File: config.mk
export PLATFORM = sky130hd
export DESIGN_NAME = greedy_flip_encoder
export DESIGN_NICKNAME = d
export VERILOG_FILES = /design/src/rtl/gfe_pkg.sv /design/src/rtl/gfe_dist_unit.sv /design/src/rtl/gfe_pick.sv /design/src/rtl/greedy_flip_encoder.sv
export SDC_FILE = /design/constraint.sdc
export NUM_CORES = 1
export LEC_CHECK = 0
export ABC_AREA = 1
export BUFFER_PORTS_ARGS = -buffer_cell sky130_fd_sc_hd__buf_2
export CAP_MARGIN = 20
export CORE_AREA = 3 3 83 53
export CTS_CLUSTER_SIZE = 20
export DETAILED_ROUTE_END_ITERATION = 16
export DIE_AREA = 0 0 86 56
export PLACE_DENSITY = 0.7
export SLEW_MARGIN = 20
export SYNTH_ARGS = -nofsm -noshare
export SYNTH_HDL_FRONTEND = slang
export SYNTH_SLANG_ARGS = --single-unit
File: constraint.sdc
create_clock -name clk -period 15.08 [get_ports clk]
set_input_delay 3.016 -clock clk [delete_from_list [all_inputs] [get_ports clk]]
set_output_delay 3.016 -clock clk [all_outputs]
set_load 0.01 [all_outputs]
File: src/rtl/gfe_pkg.sv
package gfe_pkg;
   typedef enum logic {PH_IDLE = 1'b0, PH_RUN = 1'b1} gfe_phase_e;
endpackage

File: src/rtl/gfe_dist_unit.sv
// Overlap distance from the current register state to every candidate index.
module gfe_dist_unit #(
   parameter int K = 3,
   localparam int N  = 1 << K,
   localparam int DW = $clog2(K + 1)
) (
   input  logic [K-1:0]    state_i,
   output logic [N*DW-1:0] dist_o
);
   for (genvar c = 0; c < N; c++) begin : g_cand
      localparam logic [K-1:0] CAND = K'(c);
      always_comb begin
         logic [DW-1:0] d_v;
         logic [K-1:0]  msk;
         d_v = DW'(K);
         msk = '0;
         for (int d = K - 1; d >= 0; d--) begin
            msk = K'((1 << (K - d)) - 1);
            if (((CAND ^ (state_i >> d)) & msk) == '0) d_v = DW'(d);
         end
         dist_o[c*DW +: DW] = d_v;
      end
   end
endmodule

File: src/rtl/gfe_pick.sv
// Nearest pending candidate; ties resolve to the lowest index.
module gfe_pick #(
   parameter int K = 3,
   localparam int N  = 1 << K,
   localparam int DW = $clog2(K + 1)
) (
   input  logic [N-1:0]    pend_i,
   input  logic [N*DW-1:0] dist_i,
   output logic            any_o,
   output logic [K-1:0]    idx_o,
   output logic [DW-1:0]   dist_o
);
   always_comb begin
      any_o  = 1'b0;
      idx_o  = '0;
      dist_o = DW'(K);
      for (int i = 0; i < N; i++) begin
         if (pend_i[i] && (!any_o || (dist_i[i*DW +: DW] < dist_o))) begin
            any_o  = 1'b1;
            idx_o  = K'(i);
            dist_o = dist_i[i*DW +: DW];
         end
      end
   end
endmodule

File: src/rtl/greedy_flip_encoder.sv
module greedy_flip_encoder #(
   parameter int K = 3,
   localparam int N  = 1 << K,
   localparam int DW = $clog2(K + 1)
) (
   input  logic         clk,
   input  logic         rst_n,
   input  logic         start,
   input  logic [N-1:0] slice_a,
   input  logic [N-1:0] slice_b,
   output logic         ser_bit,
   output logic         shift_valid,
   output logic         flip_en,
   output logic         busy,
   output logic         done,
   output logic [K-1:0] dec_state
);
   import gfe_pkg::*;

   if (K < 1 || K > 10) begin : g_bad_k
      $error("greedy_flip_encoder: K must lie in 1..10");
   end

   gfe_phase_e     phase_q;
   logic [N-1:0]   pend_q;
   logic [K-1:0]   state_q;
   logic [K-1:0]   tgt_q;
   logic [DW-1:0]  rem_q;
   logic           lock_q;

   logic [N*DW-1:0] dist_all;
   logic            pick_any;
   logic [K-1:0]    pick_idx;
   logic [DW-1:0]   pick_dist;

   gfe_dist_unit #(.K(K)) dist_i (
      .state_i (state_q),
      .dist_o  (dist_all)
   );

   gfe_pick #(.K(K)) pick_i (
      .pend_i  (pend_q),
      .dist_i  (dist_all),
      .any_o   (pick_any),
      .idx_o   (pick_idx),
      .dist_o  (pick_dist)
   );

   // A target, once chosen, stays locked until its flip is issued.
   logic [K-1:0]  cur_tgt;
   logic [DW-1:0] cur_rem;
   logic          running;
   logic          nxt_bit;

   always_comb begin
      cur_tgt = lock_q ? tgt_q : pick_idx;
      cur_rem = lock_q ? rem_q : pick_dist;
      running = (phase_q == PH_RUN);
      nxt_bit = 1'b0;
      for (int i = 0; i < K; i++) begin
         if (i == K - int'(cur_rem)) nxt_bit = cur_tgt[i];
      end
   end

   assign done        = running && !lock_q && !pick_any;
   assign flip_en     = running && !done && (cur_rem == '0);
   assign shift_valid = running && !done && (cur_rem != '0);
   assign ser_bit     = shift_valid ? nxt_bit : 1'b0;
   assign busy        = running;
   assign dec_state   = state_q;

   always_ff @(posedge clk) begin
      if (!rst_n) begin
         phase_q <= PH_IDLE;
         pend_q  <= '0;
         state_q <= '0;
         tgt_q   <= '0;
         rem_q   <= '0;
         lock_q  <= 1'b0;
      end else if (phase_q == PH_IDLE) begin
         if (start) begin
            pend_q  <= slice_a ^ slice_b;
            lock_q  <= 1'b0;
            phase_q <= PH_RUN;
         end
      end else if (done) begin
         phase_q <= PH_IDLE;
      end else if (flip_en) begin
         pend_q[cur_tgt] <= 1'b0;
         lock_q          <= 1'b0;
      end else begin
         state_q <= {nxt_bit, state_q[K-1:1]};
         tgt_q   <= cur_tgt;
         rem_q   <= cur_rem - DW'(1);
         lock_q  <= 1'b1;
      end
   end
endmodule

==> out/metrics.csv, run 1 <==
metric;value;unit
status;finished clean;
dp.final_hpwl;3480;µm
synth_seq_cells;18;
seq_area_frac_synth;0.196;
grt_setup_unrepaired;no;
tightest_slew;0.545;ns
crit_arrival;7.39;ns
area.growth.synth_to_final;12.2;%
tns;0;ns
mostFrequentLayoutCells;nand2_1 (60), inv_1 (45), nor2_1 (28), a21oi_1 (28);
synth_area_per_cell;6.09;µm²
die_h;56;µm
regArea;360;µm²
layout-drive-gt1-share;0.235;
final_area;2060;µm²
path_clk_slew;0.07;ns
holdWs;0.542;ns
synthTopCellsByArea;dfxtp_1 (20%), nand2_1 (12%), inv_1 (9.2%);
layout.nets;358;
cp_slowest_cell;dfxtp_1;
rr_worst_depth;60;
reg2reg_slack;7.68;ns
setup_ws;4.68;ns
antenna_found_initial;0;
ant_nets;0;
ctsResizeCount;0;
p_leak;1.11;nW
holdBufCountCts;0;
die_x;86;µm
fp.coreArea;3680;µm²
path_class;register to primary output;
cp-endpoint;ser_bit;
yosysTopAreaCellShare;0.196;
worst-path-max-fanout;15;
critPathRequiredTime;12.06;ns
place_congestion;0.834;
grt_use_total;0.187;
worstSkewPairLatency;0.26;ns
syn-num-nets;331;
grt_max_degree;16;
post_cts_buffers;0;
relSlewSlack;0.637;
synthCells;302;
drv_cap;0;
wl_per_cell;11.2;µm
cts_root_buffer;clkbuf_8;
min_path_type;register to register;
start_util;0.500;
drc;0;
path_common_cell;nand2_1;
h-tree-depth;1;
dp_slack;4.96;ns
synth.largest_area_cell;dfxtp_1;
crit_start;dec_state[2]$_SDFFE_PN0P_;
dr.pass1.iters;4;
n_antenna_cell;0;
powerDensity;219;nW/µm²
grt-ovfl-total;0;
clockBufferDepth;2;
num-fill-cells;377;
die_area;4820;µm²
yosysUniqueCellTypes;28;
grt_first_pass_wirelength;7360;µm
min_period_over_period;0.690;
drt-total-wl;4190;µm
grt_pass1_vias;1647;
syn_area;1840;µm²
mostFrequentLayoutCell;nand2_1;
place_area;2010;µm²
utilization;0.561;
regToRegStartpoint;dec_state[2]$_SDFFE_PN0P_;
cts.sinks;18;
finalHoldViolCount;0;
clock.fmax;0.0961;GHz
slowest_delay;0.59;ns
finalSetupViolCount;0;
portBuffers;26;
routed-via-count;1834;
rows;17;
finClkSkew;0.00165;ns
ir_worst_vdd;0.132;mV
min_period;10.40;ns
r2r_end;pend_q[1]$_SDFFE_PN0P_;
io_pins;27;
end_kind;primary output;
cts_tree;yes;
drt_iter0_drc;94;
worstSetupStartpointType;register;
vias_per_cell;4.89;
synth_warnings;0;
multiInputGateArea;1250;µm²
drv_slew;0;
cts_buffers;3;
==> report_power, final <==
part | internal, mW | switching (mW)
logic | 0.119 | 0.211
registers | 0.0613 | 0.0205
clock network | 0.0232 | 0.0174
total | 0.203 | 0.249
==> worst min-delay path by stage <==
stage                                from               endpoint  slack [ns]  cells after the start
floorplan           tgt_q[1]$_SDFFE_PN0P_  tgt_q[1]$_SDFFE_PN0P_        0.51                      2
global placement    tgt_q[2]$_SDFFE_PN0P_  tgt_q[2]$_SDFFE_PN0P_        0.52                      2
detailed placement  rem_q[1]$_SDFFE_PN0P_  rem_q[1]$_SDFFE_PN0P_        0.53                      2
CTS                 tgt_q[2]$_SDFFE_PN0P_  tgt_q[2]$_SDFFE_PN0P_        0.54                      2
global route        tgt_q[2]$_SDFFE_PN0P_  tgt_q[2]$_SDFFE_PN0P_        0.57                      2
finish              tgt_q[2]$_SDFFE_PN0P_  tgt_q[2]$_SDFFE_PN0P_        0.54                      2
==> final cells by class <==
type,count,share of cell area
clock buffer,4,0.0267
sequential,18,0.175
multi-input combinational,225,0.604
inverter,54,0.0994
tap,47,0.0285
timing repair buffer,27,0.0667
==> kinds of logic after synthesis <==
logic type      after synthesis  share of synthesized area
flops                        18                      0.196
fa+ha+maj                    10                     0.0680
buf+inv                      59                      0.126
simple gates                149                      0.410
compound gates               66                      0.201
==> worst max-delay path: cells and delay by family, from the launching register on <==
kind                     cells  cell delay [ns]
flip-flops                   1             0.59
adder cells (fa/ha/maj)      7             1.87
AND/OR/NAND/NOR             35             2.70
AO/OA/AOI/OAI                7             1.02
buffers and inverters       11             0.91
==> stage by stage <==
step           total power, mW  std cells
3_3_place_gp             0.409        371
4_1_cts                  0.455        375
5_1_grt                  0.510        375
6_report                 0.452        375
3_5_place_dp             0.413        371
2_1_floorplan            0.349        302
==> cells in the mapped netlist <==
cell type / number
a21oi_4: 1
inv_1: 45
a21boi_0: 1
nand4_4: 1
o21ai_0: 26
ha_1: 10
dfxtp_1: 18
nand3_1: 26
nor4_1: 1
o21a_1: 1
o211ai_1: 1
a21oi_2: 3
nor2_4: 1
nand2_2: 19
nand2_4: 10
clkbuf_1: 4
inv_4: 1
or2_2: 1
nand3_2: 1
inv_2: 8
a21oi_1: 28
buf_6: 1
o21ai_1: 2
a221oi_1: 1
nor2_1: 28
nand2_1: 60
o21bai_1: 2
and2_1: 1
==> registers in the layout, indices dropped and copies added, names as in the netlist <==
signal	count
lock_q	1
pend_q	8
tgt_q	3
busy	1
rem_q	2
dec_state	3
==> routing by layer <==
layer,GRT usage,vias up,part of all wire
met3,0.0429,4,0.085
met2,0.273,45,0.39
met4,0.0203,0,0.0052
li1,-,1013,-
met1,0.283,772,0.52
met5,0,-,0
(Power assumes the default switching activity.)
==> run 2: changes to the inputs <==
==> constraint.sdc (replaced) <==
create_clock -name clk -period 10.7 [get_ports clk]
set_input_delay 2.14 -clock clk [delete_from_list [all_inputs] [get_ports clk]]
set_output_delay 2.14 -clock clk [all_outputs]
set_load 0.01 [all_outputs]
==> run 2 against run 1 <==
Cell area stayed put. Non-clock buffer count did not move. Via count up 1.3%. Clock skew decreased by 0.00055 ns. Global-route usage about the same. Critical endpoint unchanged. Setup slack worse by 3.8 ns. Die area did not move. First-iteration DRC count increased by 14%.
==> out/metrics.csv, run 2 (same netlist as run 1, synthesis figures left out) <==
metric;value;unit;change
status;finished clean;;unchanged
worst-path-max-fanout;15;;unchanged
grt_pass1_vias;1564;;was 1647
finClkSkew;0.00111;ns;was 0.00165 ns
num-fill-cells;389;;was 377
die_h;56;µm;unchanged
drv_slew;0;;unchanged
ir_worst_vdd;0.188;mV;was 0.132 mV
drc;0;;unchanged
die_x;86;µm;unchanged
grt_setup_unrepaired;no;;unchanged
worstSetupStartpointType;register;;unchanged
min_period;9.79;ns;
place_congestion;0.868;;was 0.834
cts_root_buffer;clkbuf_8;;unchanged
path_clk_slew;0.07;ns;about the same
crit_family;simple AND/OR/NAND/NOR gates;;unchanged
path_buf_inv;11;;unchanged
path_common_cell;nand2_1;;unchanged
h-tree-depth;1;;unchanged
cts_buffers;3;;unchanged
grt_use_total;0.187;;about the same
antenna_found_initial;0;;unchanged
powerDensity;310;nW/µm²;was 219 nW/µm²
min_path_type;register to register;;unchanged
dpl.cell_count;371;;unchanged
vias_per_cell;4.95;;was 4.89
layout-drive-gt1-share;0.235;;unchanged
clock.fmax;0.102;GHz;
hold_path.startpoint;rem_q[0]$_SDFFE_PN0P_;;was tgt_q[2]$_SDFFE_PN0P_
reg2reg_slack;3.13;ns;was 7.68 ns
largest-register;pend_q;;unchanged
ctsResizeCount;0;;unchanged
finalHoldViolCount;0;;unchanged
largest_reg_flops;8;;unchanged
crit_arrival;7.65;ns;was 7.39 ns
holdWs;0.545;ns;was 0.542 ns
die_area;4820;µm²;unchanged
rows;17;;unchanged
drv_cap;0;;unchanged
ant_nets;0;;unchanged
hold_depth;4;;was 2
relSlewSlack;0.722;;was 0.637
regToRegStartpoint;dec_state[2]$_SDFFE_PN0P_;;unchanged
routed-via-count;1857;;was 1834
grt_first_pass_wirelength;7350;µm;was 7360 µm
finalSetupViolCount;0;;unchanged
n_antenna_cell;0;;unchanged
end_kind;primary output;;unchanged
tightest_slew;0.417;ns;was 0.545 ns
clockBufferDepth;2;;unchanged
post_cts_buffers;0;;unchanged
worstSkewPairLatency;0.26;ns;about the same
io_pins;27;;unchanged
hold_end;rem_q[0]$_SDFFE_PN0P_;;was tgt_q[2]$_SDFFE_PN0P_
layout.nets;358;;unchanged
min_period_over_period;0.915;;
dp.final_hpwl;3450;µm;was 3480 µm
cp_slowest_cell;dfxtp_1;;unchanged
path_class;register to primary output;;unchanged
rr_worst_depth;60;;unchanged
mostFrequentLayoutCell;nand2_1;;unchanged
tns;0;ns;unchanged
slowest_delay;0.58;ns;was 0.59 ns
grt_max_degree;16;;unchanged
p_leak;1.11;nW;unchanged
grt-ovfl-total;0;;unchanged
r2r_end;pend_q[7]$_SDFFE_PN0P_;;was pend_q[1]$_SDFFE_PN0P_
drt-total-wl;4200;µm;was 4190 µm
area.growth.synth_to_final;12.2;%;unchanged
wl_per_cell;11.2;µm;about the same
start_util;0.500;;unchanged
critPathRequiredTime;8.56;ns;was 12.06 ns
dr.pass1.iters;5;;was 4
holdBufCountCts;0;;unchanged
cts.sinks;18;;unchanged
stdcell_count;375;;unchanged
cts_tree;yes;;unchanged
mostFrequentLayoutCells;nand2_1 (60), inv_1 (45), nor2_1 (28), a21oi_1 (28);;unchanged
fp.coreArea;3680;µm²;unchanged
portBuffers;26;;unchanged
drt_iter0_drc;107;;was 94
==> run 2: power breakdown <==
part	switching, mW	total [mW]	leakage, nW	internal [mW]
sequential	0.0283	0.115	0.149	0.0864
clock	0.0265	0.0594	0.0288	0.0328
combinational	0.299	0.466	0.929	0.168
total	0.353	0.640	1.11	0.287
==> run 2: through the flow <==
stage,setup WS [ns],util,power (mW),area (µm²)
6_report,0.908,0.561,0.640,2060
3_5_place_dp,1.29,0.546,0.582,2010
4_1_cts,0.933,0.561,0.643,2060
5_1_grt,0.0788,0.561,0.720,2060
2_1_floorplan,2.29,-,0.492,1840
3_3_place_gp,1.45,0.546,0.574,2010
==> run 2: layout make-up <==
type | instances | area, µm² | share of cell area
multi-input combinational | 225 | 1250 | 0.604
sequential | 18 | 360 | 0.175
inverter | 54 | 205 | 0.0994
timing repair buffer | 27 | 138 | 0.0667
tap | 47 | 58.8 | 0.0285
clock buffer | 4 | 55.1 | 0.0267
==> run 2: how the worst max path moves through the flow <==
stage	startpoint	depth (start not counted)	to
after floorplan	dec_state[2]$_SDFFE_PN0P_	59	ser_bit
after global placement	dec_state[2]$_SDFFE_PN0P_	60	ser_bit
after detailed placement	dec_state[2]$_SDFFE_PN0P_	60	ser_bit
after CTS	dec_state[2]$_SDFFE_PN0P_	60	ser_bit
after global routing	dec_state[2]$_SDFFE_PN0P_	58	ser_bit
final	dec_state[2]$_SDFFE_PN0P_	60	ser_bit
==> run 2: tightest hold or removal path: stages, from the launching register on <==
cell and delay (ns):
dfxtp_1 0.30, inv_1 0.06, a21oi_1 0.06, nand2_1 0.06, inv_1 0.03
==> run 2: metal layers <==
layer | share of wire | vias to the layer above | global-route usage | wire length, µm
met4 | 0.0038 | 0 | 0.0203 | 16
met5 | 0 | - | 0 | 0
met1 | 0.53 | 778 | 0.293 | 2210
met2 | 0.38 | 55 | 0.260 | 1600
li1 | - | 1021 | - | -
met3 | 0.089 | 3 | 0.0444 | 376
==> run 3: changes to the inputs <==
--- a/config.mk
+++ b/config.mk
@@ -8,11 +8,11 @@
 export ABC_AREA = 1
 export BUFFER_PORTS_ARGS = -buffer_cell sky130_fd_sc_hd__buf_2
 export CAP_MARGIN = 20
-export CORE_AREA = 3 3 83 53
+export CORE_AREA = 3 3 80 52
 export CTS_CLUSTER_SIZE = 20
 export DETAILED_ROUTE_END_ITERATION = 16
-export DIE_AREA = 0 0 86 56
-export PLACE_DENSITY = 0.7
+export DIE_AREA = 0 0 83 55
+export PLACE_DENSITY = 0.74
 export SLEW_MARGIN = 20
 export SYNTH_ARGS = -nofsm -noshare
 export SYNTH_HDL_FRONTEND = slang
==> run 3 against run 2 <==
Cell area unchanged. Register-to-register slack improved by 0.20 ns. Total power about the same. Count of clock-buffer cells in the layout unchanged. Final cell count unchanged. Critical path depth decreased by 1. Utilization increased by 2.4 points. Clock skew increased by 0.0015 ns. Via count increased by 0.54%. Routed wire length increased by 3.6%. Hold slack got worse by 0.0018 ns. Critical endpoint unchanged. Largest cell class unchanged.
==> out/metrics.csv, run 3 (same netlist as run 1, synthesis figures left out) <==
metric;value;unit;change
status;finished clean;;unchanged
seq_power_share;0.179;;about the same
die_area;4570;µm²;was 4820 µm²
largest_reg_flops;8;;unchanged
ant_nets;0;;unchanged
worst-path-max-fanout;9;;was 15
finClkSkew;0.00257;ns;was 0.00111 ns
vias_per_cell;4.98;;was 4.95
fp.coreArea;3530;µm²;was 3680 µm²
post_cts_buffers;0;;unchanged
r2r_end;pend_q[7]$_SDFFE_PN0P_;;unchanged
clock.fmax;0.106;GHz;was 0.102 GHz
cts.sinks;18;;unchanged
holdWs;0.544;ns;was 0.545 ns
reg2reg_slack;3.33;ns;was 3.13 ns
clockBufferDepth;2;;unchanged
drv_slew;0;;unchanged
place_congestion;0.864;;was 0.868
min_path_type;register to register;;unchanged
tightest_slew;0.509;ns;was 0.417 ns
ctsResizeCount;0;;unchanged
largest-register;pend_q;;unchanged
routed-via-count;1867;;was 1857
io_pins;27;;unchanged
cts_buffers;3;;unchanged
finalHoldViolCount;0;;unchanged
slowest_delay;0.55;ns;was 0.58 ns
cp.depth;59;;was 60
cts_tree;yes;;unchanged
critPathRequiredTime;8.56;ns;about the same
area.growth.synth_to_final;12.2;%;unchanged
worstSetupStartpointType;register;;unchanged
path_common_cell;nand2_1;;unchanged
rows;17;;unchanged
rr_worst_depth;60;;unchanged
multiInputGateArea;1250;µm²;unchanged
cts_root_buffer;clkbuf_8;;unchanged
place_area;2010;µm²;unchanged
p_int;286;µW;was 287 µW
grt_setup_unrepaired;no;;unchanged
drt_iter0_drc;56;;was 107
holdBufCountCts;0;;unchanged
clkPwrFrac;0.091;;was 0.093
dr.pass1.iters;4;;was 5
hold_depth;2;;was 4
min_period;9.43;ns;was 9.79 ns
grt_use_total;0.219;;was 0.187
end_kind;primary output;;unchanged
tns;0;ns;unchanged
path_class;register to primary output;;unchanged
antenna_found_initial;0;;unchanged
drv_cap;0;;unchanged
final_area;2060;µm²;unchanged
dp.final_hpwl;3540;µm;was 3450 µm
grt-ovfl-total;0;;unchanged
crit_start;dec_state[2]$_SDFFE_PN0P_;;unchanged
path_buf_inv;10;;was 11
regToRegStartpoint;dec_state[2]$_SDFFE_PN0P_;;unchanged
n_antenna_cell;0;;unchanged
p_comb_frac;0.729;;was 0.728
powerDensity;310;nW/µm²;about the same
p_leak;1.11;nW;unchanged
wl_per_cell;11.6;µm;was 11.2 µm
mostFrequentLayoutCell;nand2_1;;unchanged
crit_family;simple AND/OR/NAND/NOR gates;;unchanged
finalPower;640;µW;about the same
grt_pass1_vias;1768;;was 1564
cp_slowest_cell;dfxtp_1;;unchanged
worstSkewPairLatency;0.26;ns;about the same
num-fill-cells;379;;was 389
die_x;83;µm;was 86 µm
drt-total-wl;4360;µm;was 4200 µm
portBuffers;26;;unchanged
switching_share;0.554;;was 0.552
mostFrequentLayoutCells;nand2_1 (60), inv_1 (45), nor2_1 (28), a21oi_1 (28);;unchanged
layout-drive-gt1-share;0.235;;unchanged
power.switching;355;µW;was 353 µW
layout.nets;358;;unchanged
relSlewSlack;0.661;;was 0.722
grt_max_degree;16;;unchanged
start_util;0.521;;was 0.500
cp-endpoint;ser_bit;;unchanged
grt_first_pass_wirelength;8090;µm;was 7350 µm
drc;0;;unchanged
finalSetupViolCount;0;;unchanged
min_period_over_period;0.881;;was 0.915
path_clk_slew;0.07;ns;about the same
die_h;55;µm;was 56 µm
crit_arrival;7.29;ns;was 7.65 ns
h-tree-depth;1;;unchanged
ir_worst_vdd;0.197;mV;was 0.188 mV
regArea;360;µm²;unchanged
[run 3: cell counts in the layout (fill, tap and decap cells not counted)]
Identical to the previous run, type by type.
[run 3: power groups by stage]
stage	combinational (mW)	sequential, mW	clock, mW
final	0.467	0.115	0.0586
after global routing	0.543	0.118	0.0614
after CTS	0.466	0.115	0.0585
after detailed placement	0.464	0.116	0
after global placement	0.459	0.115	0
after floorplan	0.386	0.106	0
[run 3: how the worst min path moves through the flow]
stage	slack [ns]	end	startpoint
2_1_floorplan	0.51	tgt_q[1]$_SDFFE_PN0P_	tgt_q[1]$_SDFFE_PN0P_
3_3_place_gp	0.52	tgt_q[1]$_SDFFE_PN0P_	tgt_q[1]$_SDFFE_PN0P_
3_5_place_dp	0.53	tgt_q[1]$_SDFFE_PN0P_	tgt_q[1]$_SDFFE_PN0P_
4_1_cts	0.54	tgt_q[2]$_SDFFE_PN0P_	tgt_q[2]$_SDFFE_PN0P_
5_1_grt	0.59	rem_q[1]$_SDFFE_PN0P_	rem_q[1]$_SDFFE_PN0P_
6_report	0.54	tgt_q[0]$_SDFFE_PN0P_	tgt_q[0]$_SDFFE_PN0P_
[run 3: cell type report]
type | instances | share of cell area
clock buffer | 4 | 0.0267
inverter | 54 | 0.0994
timing repair buffer | 27 | 0.0667
sequential | 18 | 0.175
multi-input combinational | 225 | 0.604
tap | 47 | 0.0285
[run 3: worst register-to-register path: cells and delay by family, from the launching register on]
kind                     cells  cell delay, ns
AO/OA/AOI/OAI                9            1.28
adder cells (fa/ha/maj)      7            1.90
flip-flops                   1            0.55
buffers and inverters       10            0.75
AND/OR/NAND/NOR             34            2.80
[run 3: through the flow]
step           utilization  instances  setup slack (ns)
2_1_floorplan            -        302              2.29
3_3_place_gp         0.569        371              1.70
3_5_place_dp         0.569        371              1.61
4_1_cts              0.585        375              1.27
5_1_grt              0.585        375             0.366
6_report             0.585        375              1.27
[run 3: metal layers]
layer	wire length, µm	GRT usage	up-vias	part of all wire
li1	-	-	1020	-
met1	2320	0.298	777	0.53
met2	1650	0.354	65	0.38
met3	346	0.0518	5	0.079
met4	38	0.0571	0	0.0087
met5	0	0	-	0
